## config.mk

```make
export PLATFORM = sky130hd
export DESIGN_NAME = smb_slave_engine
export DESIGN_NICKNAME = d
export VERILOG_FILES = /design/src/rtl/smb_pkg.sv /design/src/rtl/smb_line_sync.sv /design/src/rtl/smb_timeout.sv /design/src/rtl/smb_regfile.sv /design/src/rtl/smb_slave_engine.sv
export SDC_FILE = /design/constraint.sdc
export NUM_CORES = 1
export LEC_CHECK = 0
export BUFFER_PORTS_ARGS = -buffer_cell sky130_fd_sc_hd__clkbuf_2
export CAP_MARGIN = 20
export CELL_PAD_IN_SITES_DETAIL_PLACEMENT = 0
export CELL_PAD_IN_SITES_GLOBAL_PLACEMENT = 1
export CORE_MARGIN = 10
export CORE_UTILIZATION = 48
export CTS_CLUSTER_DIAMETER = 30
export CTS_CLUSTER_SIZE = 10
export DETAILED_ROUTE_END_ITERATION = 8
export GPL_ROUTABILITY_DRIVEN = 0
export PLACE_DENSITY_LB_ADDON = 0.05
export SLEW_MARGIN = 15
export SYNTH_ARGS = -nofsm -noshare
export SYNTH_HDL_FRONTEND = slang
export SYNTH_SLANG_ARGS = --single-unit
```

## constraint.sdc

```tcl
create_clock -name clk -period 3.2 [get_ports clk]
set_input_delay 0.64 -clock clk [delete_from_list [all_inputs] [get_ports clk]]
set_output_delay 0.64 -clock clk [all_outputs]
set_load 0.03 [all_outputs]
```

## src/rtl/smb_pkg.sv

```systemverilog
package smb_pkg;

  typedef enum logic [2:0] {
    ST_IDLE,
    ST_RX,
    ST_RX_ACK,
    ST_TX,
    ST_TX_ACK
  } smb_state_e;

  typedef enum logic [1:0] {
    K_ADDR,
    K_CMD,
    K_DATA
  } smb_kind_e;

  function automatic logic addr_match(input logic [7:0] rx, input logic [6:0] dev);
    return rx[7:1] == dev;
  endfunction

  function automatic logic [7:0] word_byte(input logic [15:0] w, input logic hi);
    return hi ? w[15:8] : w[7:0];
  endfunction

  function automatic logic [7:0] idx_next(input logic [7:0] idx);
    return (idx == 8'hFF) ? idx : idx + 8'd1;
  endfunction

endpackage

```

## src/rtl/smb_line_sync.sv

```systemverilog
module smb_line_sync #(
  parameter int STAGES = 2
) (
  input  logic clk,
  input  logic rst_n,
  input  logic scl_in,
  input  logic sda_in,
  output logic sda_s,
  output logic scl_rise,
  output logic scl_fall,
  output logic start_det,
  output logic stop_det,
  output logic any_edge
);

  logic [STAGES-1:0] scl_pipe, sda_pipe;
  logic scl_s, scl_p, sda_p;

  always_ff @(posedge clk or negedge rst_n) begin
    if (!rst_n) begin
      scl_pipe <= '1;
      sda_pipe <= '1;
      scl_p    <= 1'b1;
      sda_p    <= 1'b1;
    end else begin
      scl_pipe <= {scl_pipe[STAGES-2:0], scl_in};
      sda_pipe <= {sda_pipe[STAGES-2:0], sda_in};
      scl_p    <= scl_pipe[STAGES-1];
      sda_p    <= sda_pipe[STAGES-1];
    end
  end

  assign scl_s     = scl_pipe[STAGES-1];
  assign sda_s     = sda_pipe[STAGES-1];
  assign scl_rise  = scl_s & ~scl_p;
  assign scl_fall  = ~scl_s & scl_p;
  assign start_det = scl_s & scl_p & sda_p & ~sda_s;
  assign stop_det  = scl_s & scl_p & ~sda_p & sda_s;
  assign any_edge  = (scl_s ^ scl_p) | (sda_s ^ sda_p);

endmodule

```

## src/rtl/smb_timeout.sv

```systemverilog
module smb_timeout #(
  parameter int unsigned TO_CYC = 3500000
) (
  input  logic clk,
  input  logic rst_n,
  input  logic en,
  input  logic busy,
  input  logic activity,
  output logic hit
);

  localparam int CW = $clog2(TO_CYC + 1);

  logic [CW-1:0] cnt;

  assign hit = en && busy && !activity && (cnt == CW'(TO_CYC - 1));

  always_ff @(posedge clk or negedge rst_n) begin
    if (!rst_n)                          cnt <= '0;
    else if (!en || !busy || activity || hit) cnt <= '0;
    else                                 cnt <= cnt + 1'b1;
  end

  AST_TO_IDLE_WHEN_OFF: assert property (@(posedge clk) disable iff (!rst_n)
    !en |=> (cnt == '0));

endmodule

```

## src/rtl/smb_regfile.sv

```systemverilog
module smb_regfile import smb_pkg::*; #(
  parameter int NREG = 4,
  parameter logic [NREG-1:0] CRIT_MASK = NREG'(4'b1100),
  parameter logic [7:0] CMD_CFG  = 8'hD1,
  parameter logic [7:0] CMD_LOCK = 8'hD0,
  parameter logic [7:0] CMD_BLK  = 8'h30
) (
  input  logic       clk,
  input  logic       rst_n,
  input  logic       we,
  input  logic [7:0] wcmd,
  input  logic [7:0] widx,
  input  logic [7:0] wdata,
  input  logic [7:0] rcmd,
  input  logic [7:0] ridx,
  output logic [7:0] rd_byte,
  output logic       to_en
);

  localparam int AW = (NREG > 1) ? $clog2(NREG) : 1;
  localparam logic [7:0] BLK_LEN = 8'(2 * NREG);

  logic [15:0] words [NREG];
  logic [NREG*16-1:0] words_flat;
  logic [7:0] cfg;
  logic lock_q;
  logic wr_word, wr_blocked;
  logic [AW:0] bi;

  for (genvar g = 0; g < NREG; g++) begin : g_flat
    assign words_flat[g*16 +: 16] = words[g];
  end

  assign wr_word    = we && (widx < 8'd2) && (wcmd < 8'(NREG));
  assign wr_blocked = wr_word && lock_q && CRIT_MASK[wcmd[AW-1:0]];
  assign to_en      = cfg[3];

  always_ff @(posedge clk or negedge rst_n) begin
    if (!rst_n) begin
      for (int i = 0; i < NREG; i++) words[i] <= '0;
      cfg    <= '0;
      lock_q <= 1'b0;
    end else if (we) begin
      if (wr_word && !wr_blocked) begin
        if (widx[0]) words[wcmd[AW-1:0]][15:8] <= wdata;
        else         words[wcmd[AW-1:0]][7:0]  <= wdata;
      end
      if (wcmd == CMD_CFG && widx == 8'd0)  cfg    <= wdata;
      if (wcmd == CMD_LOCK && widx == 8'd0) lock_q <= lock_q | wdata[0];
    end
  end

  assign bi = ridx[AW:0] - 1'b1;

  always_comb begin
    rd_byte = 8'hFF;
    if (rcmd < 8'(NREG)) begin
      if (ridx < 8'd2) rd_byte = word_byte(words[rcmd[AW-1:0]], ridx[0]);
    end else if (rcmd == CMD_CFG) begin
      if (ridx == 8'd0)      rd_byte = cfg;
      else if (ridx == 8'd1) rd_byte = 8'h00;
    end else if (rcmd == CMD_LOCK) begin
      if (ridx == 8'd0)      rd_byte = {7'd0, lock_q};
      else if (ridx == 8'd1) rd_byte = 8'h00;
    end else if (rcmd == CMD_BLK) begin
      if (ridx == 8'd0)          rd_byte = BLK_LEN;
      else if (ridx <= BLK_LEN)  rd_byte = word_byte(words[bi[AW:1]], bi[0]);
    end
  end

  AST_LOCK_STICKY: assert property (@(posedge clk) disable iff (!rst_n)
    lock_q |=> lock_q);

  AST_LOCKED_WRITE_DROPPED: assert property (@(posedge clk) disable iff (!rst_n)
    wr_blocked |=> $stable(words_flat));

endmodule

```

## src/rtl/smb_slave_engine.sv

```systemverilog
module smb_slave_engine import smb_pkg::*; #(
  parameter logic [6:0]  DEV_ADDR   = 7'h40,
  parameter int          NREG       = 4,
  parameter logic [NREG-1:0] CRIT_MASK = NREG'(4'b1100),
  parameter int unsigned CLK_KHZ    = 100000,
  parameter int unsigned TIMEOUT_MS = 35,
  parameter logic [7:0]  CMD_CFG    = 8'hD1,
  parameter logic [7:0]  CMD_LOCK   = 8'hD0,
  parameter logic [7:0]  CMD_BLK    = 8'h30
) (
  input  logic clk,
  input  logic rst_n,
  input  logic scl_in,
  input  logic sda_in,
  output logic sda_oe
);

  localparam int unsigned TO_CYC = CLK_KHZ * TIMEOUT_MS;

  // bus events
  logic sda_s, scl_rise, scl_fall, start_det, stop_det, any_edge;
  logic to_hit, to_en;

  // protocol state
  smb_state_e state;
  smb_kind_e  kind;
  logic [7:0] sh;
  logic [6:0] tx_sh;
  logic [3:0] bcnt;
  logic [7:0] cmd_q, idx_q, rd_byte;
  logic rw_q, m_ack, oe_q;

  // named internal events
  logic bus_ctl, byte_done, byte_ack, load_tx, wr_fire;

  smb_line_sync #(.STAGES(2)) u_sync (
    .clk(clk), .rst_n(rst_n), .scl_in(scl_in), .sda_in(sda_in),
    .sda_s(sda_s), .scl_rise(scl_rise), .scl_fall(scl_fall),
    .start_det(start_det), .stop_det(stop_det), .any_edge(any_edge)
  );

  smb_timeout #(.TO_CYC(TO_CYC)) u_to (
    .clk(clk), .rst_n(rst_n), .en(to_en), .busy(state != ST_IDLE),
    .activity(any_edge), .hit(to_hit)
  );

  smb_regfile #(
    .NREG(NREG), .CRIT_MASK(CRIT_MASK), .CMD_CFG(CMD_CFG),
    .CMD_LOCK(CMD_LOCK), .CMD_BLK(CMD_BLK)
  ) u_regs (
    .clk(clk), .rst_n(rst_n), .we(wr_fire), .wcmd(cmd_q), .widx(idx_q),
    .wdata(sh), .rcmd(cmd_q), .ridx(idx_q), .rd_byte(rd_byte), .to_en(to_en)
  );

  assign bus_ctl   = to_hit | stop_det | start_det;
  assign byte_done = (state == ST_RX) && scl_fall && (bcnt == 4'd8);
  assign byte_ack  = (kind != K_ADDR) || addr_match(sh, DEV_ADDR);
  assign load_tx   = scl_fall && (((state == ST_RX_ACK) && (kind == K_ADDR) && rw_q) ||
                                  ((state == ST_TX_ACK) && m_ack));
  assign wr_fire   = byte_done && (kind == K_DATA) && !bus_ctl;
  assign sda_oe    = oe_q;

  always_ff @(posedge clk or negedge rst_n) begin
    if (!rst_n) begin
      state <= ST_IDLE;
      kind  <= K_ADDR;
      sh    <= '0;
      tx_sh <= '0;
      bcnt  <= '0;
      cmd_q <= '0;
      idx_q <= '0;
      rw_q  <= 1'b0;
      m_ack <= 1'b0;
      oe_q  <= 1'b0;
    end else if (to_hit || stop_det) begin
      state <= ST_IDLE;
      oe_q  <= 1'b0;
    end else if (start_det) begin
      state <= ST_RX;
      kind  <= K_ADDR;
      bcnt  <= '0;
      oe_q  <= 1'b0;
    end else if (load_tx) begin
      state <= ST_TX;
      tx_sh <= rd_byte[6:0];
      oe_q  <= ~rd_byte[7];
      bcnt  <= '0;
      idx_q <= idx_next(idx_q);
    end else begin
      unique case (state)
        ST_RX: begin
          if (scl_rise) begin
            sh   <= {sh[6:0], sda_s};
            bcnt <= bcnt + 4'd1;
          end else if (byte_done) begin
            bcnt <= '0;
            if (byte_ack) begin
              state <= ST_RX_ACK;
              oe_q  <= 1'b1;
              case (kind)
                K_ADDR: begin rw_q <= sh[0]; idx_q <= '0; end
                K_CMD:  begin cmd_q <= sh;   idx_q <= '0; end
                default: idx_q <= idx_next(idx_q);
              endcase
            end else begin
              state <= ST_IDLE;
            end
          end
        end
        ST_RX_ACK: begin
          if (scl_fall) begin
            state <= ST_RX;
            oe_q  <= 1'b0;
            kind  <= (kind == K_ADDR) ? K_CMD : K_DATA;
          end
        end
        ST_TX: begin
          if (scl_fall) begin
            if (bcnt == 4'd7) begin
              state <= ST_TX_ACK;
              oe_q  <= 1'b0;
            end else begin
              oe_q  <= ~tx_sh[6];
              tx_sh <= {tx_sh[5:0], 1'b0};
              bcnt  <= bcnt + 4'd1;
            end
          end
        end
        ST_TX_ACK: begin
          if (scl_rise) begin
            m_ack <= ~sda_s;
          end else if (scl_fall) begin
            state <= ST_IDLE;
            oe_q  <= 1'b0;
          end
        end
        default: ;
      endcase
    end
  end

  AST_OWN_ADDR_ACKED: assert property (@(posedge clk) disable iff (!rst_n)
    (byte_done && kind == K_ADDR && addr_match(sh, DEV_ADDR) && !bus_ctl) |=> sda_oe);

  AST_FOREIGN_ADDR_SILENT: assert property (@(posedge clk) disable iff (!rst_n)
    (byte_done && kind == K_ADDR && !addr_match(sh, DEV_ADDR) && !bus_ctl)
      |=> (state == ST_IDLE && !sda_oe));

  AST_NACK_RELEASE: assert property (@(posedge clk) disable iff (!rst_n)
    (state == ST_TX_ACK && scl_fall && !m_ack && !bus_ctl)
      |=> (state == ST_IDLE && !sda_oe));

  AST_IDLE_RELEASED: assert property (@(posedge clk) disable iff (!rst_n)
    (state == ST_IDLE) |-> !sda_oe);

  AST_TIMEOUT_RELEASE: assert property (@(posedge clk) disable iff (!rst_n)
    to_hit |=> (state == ST_IDLE && !sda_oe));

endmodule

```

==> metrics.csv, run 1 <==
metric,value,unit
status,finished clean,
worstPathArrival,3.20,ns
viasPerCell,5.991,
first_iter_violations,310,
core-area,16520,µm²
place_ws,0.2884,ns
grt_pass1_vias,5764,
post-cts-setup-buffers,0,
layout_setup_ws,0.3008,ns
hold_violations,0,
cts.clk_slew.worst_paths,0.06,ns
antenna_found_initial,0,
clock_path_buffers,2,
avgSynthCellArea,12.09,µm²
regToRegSetupSlack,0.30,ns
final.fill_count,1408,
report.final.setup_viol,0,
worst_setup_path_end_kind,flip-flop,
hold_slack,0.2280,ns
insertion_delay,0.42,ns
instances_no_fill,918,
wl_per_cell,21.13,µm
rsz0062_at_grt,no,
reg2reg_depth,6,
cts_htree_levels,4,
fin_crit,2.899,ns
crit_start,u_to.cnt[11],
wl,19400,µm
start_util,0.4874,
synth_edf_count,0,
nNetsFinal,700,
min_path_type,primary input to async pin,
rows,47,
io_pins,5,
grt-ovfl-total,0,
track_usage,0.1834,
yosysUniqueCellTypes,73,
skew,0.007558,ns
hold_buffers,0,
cp_max_fo,8,
critical_path_class,flip-flop to flip-flop,
worstMarginPinSlew,0.7377,ns
cp-start-kind,flip-flop,
regArea,3611,µm²
area_growth,11.95,%
finalCritPeriodShare,0.9060,
slew_headroom,0.5082,
die_area,22360,µm²
tritoncts,yes,
synthFlopType,dfrtp_1,
grt_max_degree,78,
max_freq,0.3449,GHz
ir_worst_vdd,0.3452,mV
vias,5500,
regToRegEndpoint,u_regs.words[58],
syn-cell-area,8054,µm²
io_buffer_count,4,
regToRegStartpoint,u_to.cnt[11],
cap_viol_max_count,0,
syn_inst,666,
multi_input_area,4235,µm²
clock_sinks,144,
dieHeight,149.5,µm
clockRootBuffer,clkbuf_16,
drive_above_1_share,0.3281,
n_antenna_cell,0,
yosysWarnings,0,
cts_resized,0,
required,3.50,ns
ys_seq_area_frac,0.4483,
dp.cells,886,
firstDrtPassIters,4,
finish.utilization,0.5456,
dp_hpwl,13640,µm
grt_pass1_wl,32200,µm
cts_buffers,17,
drtAntennaViolNets,0,
die_w,149.5,µm
syn_nets,681,
tns,0,ns
powerDensity,434.8,nW/µm²
cellLeakagePower,4.003,nW
synth_seq_cells,144,
drcViolationCount,0,
synth_async_sr_flop_share,1.000,
drv_slew,0,
==> state kept, by name (all words and copies together), names as in the netlist, 3 cells and up <==
name / cells
sh: 8
u_to.cnt: 22
u_regs.words: 64
bcnt: 4
u_regs.cfg: 8
tx_sh: 7
cmd_q: 8
idx_q: 8
state: 3
==> area by class of cell <==
type | count | share of cell area
clock inverter | 15 | 0.01693
clock buffer | 17 | 0.04718
timing repair buffer | 35 | 0.03011
inverter | 12 | 0.004996
sequential | 144 | 0.4005
tap | 220 | 0.03053
multi-input combinational | 475 | 0.4697
==> cell families after synthesis <==
group	synth area share
AOI/OAI and AO/OA	0.07426
adders and majority gates	0.01709
and+or+nand+nor	0.1653
muxes	0.2433
buffers and inverters	0.02579
DFF	0.4483
xor gates and xnor gates	0.02594
==> critical path, stage by stage, from the launching register on <==
cell and delay [ns]:
dfrtp_1 0.42, or4b_1 0.55, nor4_2 0.48, nand3_1 0.30, and4_1 0.34, nand4b_2 0.30
mux2_2 0.38
==> metal layers <==
layer	part of all wire	track usage
met3	0.038	0.03865
met4	0.019	0.06084
met2	0.48	0.2874
met5	0	0
met1	0.47	0.2478
==> synthesized netlist by cell type, drive strengths merged, types with 3 or more instances <==
master | n | area [µm²]
dfrtp | 138 | 3453
nand2 | 42 | 160.2
a41oi | 3 | 26.28
a211o | 6 | 52.55
mux2i | 15 | 150.1
inv | 12 | 45.04
nor3b | 5 | 53.80
xor2 | 14 | 130.1
nand3 | 28 | 155.2
dfstp | 6 | 157.7
nand4 | 12 | 120.1
mux4 | 32 | 720.7
xnor2 | 9 | 78.83
nand4b | 3 | 32.53
a211oi | 9 | 67.56
mux2 | 94 | 1089
and3 | 9 | 61.31
nor4 | 9 | 120.1
and2 | 10 | 63.81
o21a | 3 | 22.52
and4 | 5 | 43.79
buf | 13 | 80.07
nor4b | 5 | 88.84
ha | 11 | 137.6
nor2 | 47 | 176.4
clkbuf | 22 | 82.58
nand2b | 4 | 25.02
o21ai | 24 | 123.9
a21oi | 20 | 100.1
o31ai | 3 | 22.52
nor3 | 9 | 45.04
a31oi | 5 | 31.28
nand3b | 7 | 52.55
a22o | 3 | 26.28
nor2b | 5 | 31.28
==> metrics by stage <==
stage | power, mW | instance area [µm²]
2_1_floorplan | 1.935 | 8055
3_3_place_gp | 2.005 | 8438
3_5_place_dp | 2.009 | 8438
4_1_cts | 3.973 | 9016
5_1_grt | 4.072 | 9016
6_report | 3.920 | 9016
==> placed cells by master (no fill, tap or decap), types with 11 or more instances in the layout <==
cell / count
a21oi_1: 20
buf_4: 30
clkbuf_16: 17
dfrtp_1: 138
ha_1: 11
inv_1: 11
mux2_2: 86
mux2i_1: 15
mux4_2: 32
nand2_1: 41
nand3_1: 25
nor2_1: 47
o21ai_0: 22
xor2_1: 13
==> worst max-delay path by stage <==
stage / endpoint / cells after the start
after floorplan: tx_sh[1] / 11
after global placement: u_regs.words[59] / 6
after detailed placement: u_regs.words[56] / 6
after CTS: u_regs.words[58] / 6
after global routing: u_regs.words[58] / 7
final: u_regs.words[58] / 6
==> power by group <==
group / internal [mW] / switching [mW]
clock: 1.10 / 0.850
combinational: 0.0307 / 0.0794
sequential: 1.84 / 0.0257
No activity file was read; power rests on OpenSTA's default activity.
==> run 2, diff against run 1 <==
--- a/config.mk
+++ b/config.mk
@@ -10,11 +10,12 @@
 export CELL_PAD_IN_SITES_DETAIL_PLACEMENT = 0
 export CELL_PAD_IN_SITES_GLOBAL_PLACEMENT = 1
 export CORE_MARGIN = 10
-export CORE_UTILIZATION = 48
+export CORE_UTILIZATION = 53
 export CTS_CLUSTER_DIAMETER = 30
 export CTS_CLUSTER_SIZE = 10
 export DETAILED_ROUTE_END_ITERATION = 8
 export GPL_ROUTABILITY_DRIVEN = 0
+export MAX_ROUTING_LAYER = met4
 export PLACE_DENSITY_LB_ADDON = 0.05
 export SLEW_MARGIN = 15
 export SYNTH_ARGS = -nofsm -noshare
==> constraint.sdc (replaced) <==
create_clock -name clk -period 2.81 [get_ports clk]
set_input_delay 0.562 -clock clk [delete_from_list [all_inputs] [get_ports clk]]
set_output_delay 0.562 -clock clk [all_outputs]
set_load 0.03 [all_outputs]
==> run 2 against run 1 <==
Net effect: global-route usage grew 2.1 points; critical path depth grew 2; total power grew 14%; setup slack lost 0.16 ns; core utilization grew 7.4 points; via count grew 2.6%; routed wire length shrank 0.22%.
==> metrics.csv, run 2 (synthesis results as in run 1) <==
metric,value,unit
post-cts-setup-buffers,0,
start_util,0.5479,
core-area,14700,µm²
dp_hpwl,13890,µm
track_usage,0.2042,
most-common-layout-cells,"138 x dfrtp_1, 86 x mux2_2, 46 x nor2_1, 41 x nand2_1, 40 x buf_4",
final_common_cell,dfrtp_1,
worstMarginPinSlew,0.6133,ns
report.final.setup_viol,0,
grt_max_degree,63,
max_freq,0.3752,GHz
io_pins,5,
rows,44,
fin_crit,2.665,ns
rsz0062_at_grt,no,
drive_above_1_share,0.3441,
grt-ovfl-total,0,
grt_pass1_vias,5676,
wl_per_cell,21.68,µm
critical_path_class,flip-flop to flip-flop,
status,finished clean,
powerDensity,489.7,nW/µm²
reg.largest.list,"u_regs.words x64, u_to.cnt x22",
slowest_delay,0.54,ns
io_buffer_count,4,
top_register,u_regs.words,
cts_resized,0,
grt_pass1_wl,31720,µm
clockRootBuffer,clkbuf_16,
crit_chain,"ha_1, and4b_1, nand2_2, nor2_2, nand4_4, nor4b_4, buf_4, mux2_2",
viasPerCell,6.317,
tns,0,ns
drtAntennaViolNets,0,
hold_violations,0,
nNetsFinal,711,
dieHeight,143.3,µm
cts.clk_slew.worst_paths,0.06,ns
ir_worst_vdd,0.5139,mV
clock_sinks,144,
cts_htree_levels,4,
die_w,143.3,µm
hold_slack,0.09831,ns
skew,0.008704,ns
n_antenna_cell,0,
first_iter_violations,401,
hold_buffers,0,
cp_max_fo,7,
cp-start-kind,flip-flop,
wl,19360,µm
min_path_type,primary input to async pin,
worstPathArrival,2.97,ns
cts_buffers,17,
area_growth,13.03,%
required,3.11,ns
worst_setup_path_end_kind,flip-flop,
vias,5641,
clock_path_buffers,2,
antenna_found_initial,0,
firstDrtPassIters,4,
tritoncts,yes,
drcViolationCount,0,
cap_viol_max_count,0,
drv_slew,0,
largest_reg_flops,64,
finalCritPeriodShare,0.9485,
insertion_delay,0.42,ns
slew_headroom,0.5868,
die_area,20530,µm²
critPathSlowestCell,dfstp_2,
cellLeakagePower,4.091,nW
run 2: changes by cell type in the layout (fill, tap and decap cells not counted), sizes merged:
cell | previous run | this run
buf | 32 | 43
clkinv | 1 | 7
inv | 20 | 15
clkinvlp | 5 | 2
clkbuf | 20 | 22
run 2: critical path, delay by kind of cell, from the launching register on:
kind | cells | cell delay [ns]
simple gates | 5 | 1.14
flops | 1 | 0.54
mux | 1 | 0.36
buf+inv | 1 | 0.27
fa+ha+maj | 1 | 0.22
run 2: final cells by class:
class	instances	area, µm²
clock buffer	19	452.9
clock inverter	13	127.6
fill	1219	5595
inverter	12	47.55
multi-input combinational	475	4268
sequential	144	3611
tap	184	230.2
timing repair buffer	46	366.6
run 2: path summary, 6_finish.rpt:
kind	start	depth (start not counted)	to	slack, ns
max	u_sync.scl_p	8	u_regs.words[0]	0.14
min	rst_n	1	bcnt[1]	0.1
max reg2reg	u_sync.scl_p	8	u_regs.words[0]	0.14
min reg2reg	u_sync.sda_pipe[0]	0	u_sync.sda_pipe[1]	0.36
max in group asynchronous	rst_n	2	idx_q[4]	1.88
min in group clk	sda_in	1	u_sync.sda_pipe[0]	0.22
run 2: stage by stage:
step | power, mW | cell area [µm²] | worst slack, ns | instances | util
floorplan | 2.204 | 8084 | 0.001313 | 666 | -
finish | 4.458 | 9104 | 0.1447 | 893 | 0.6193
CTS | 4.510 | 9085 | 0.08682 | 893 | 0.6181
global route | 4.613 | 9104 | 0.02283 | 893 | 0.6193
detailed placement | 2.288 | 8504 | 0.1120 | 861 | 0.5786
global placement | 2.285 | 8504 | 0.1158 | 861 | 0.5786
run 2: layer usage:
metal / vias to the layer above / part of all wire / track usage
met1: 2927 / 0.48 / 0.2797
met5: - / 0 / -
met2: 119 / 0.46 / 0.2986
met3: 35 / 0.042 / 0.04478
li1: 2560 / - / -
met4: 0 / 0.018 / 0.06072
run 2: where the power goes:
part           internal, mW  total (mW)  switching [mW]
sequential             2.09        2.12          0.0304
clock                  1.28        2.21           0.932
combinational        0.0367       0.124          0.0878
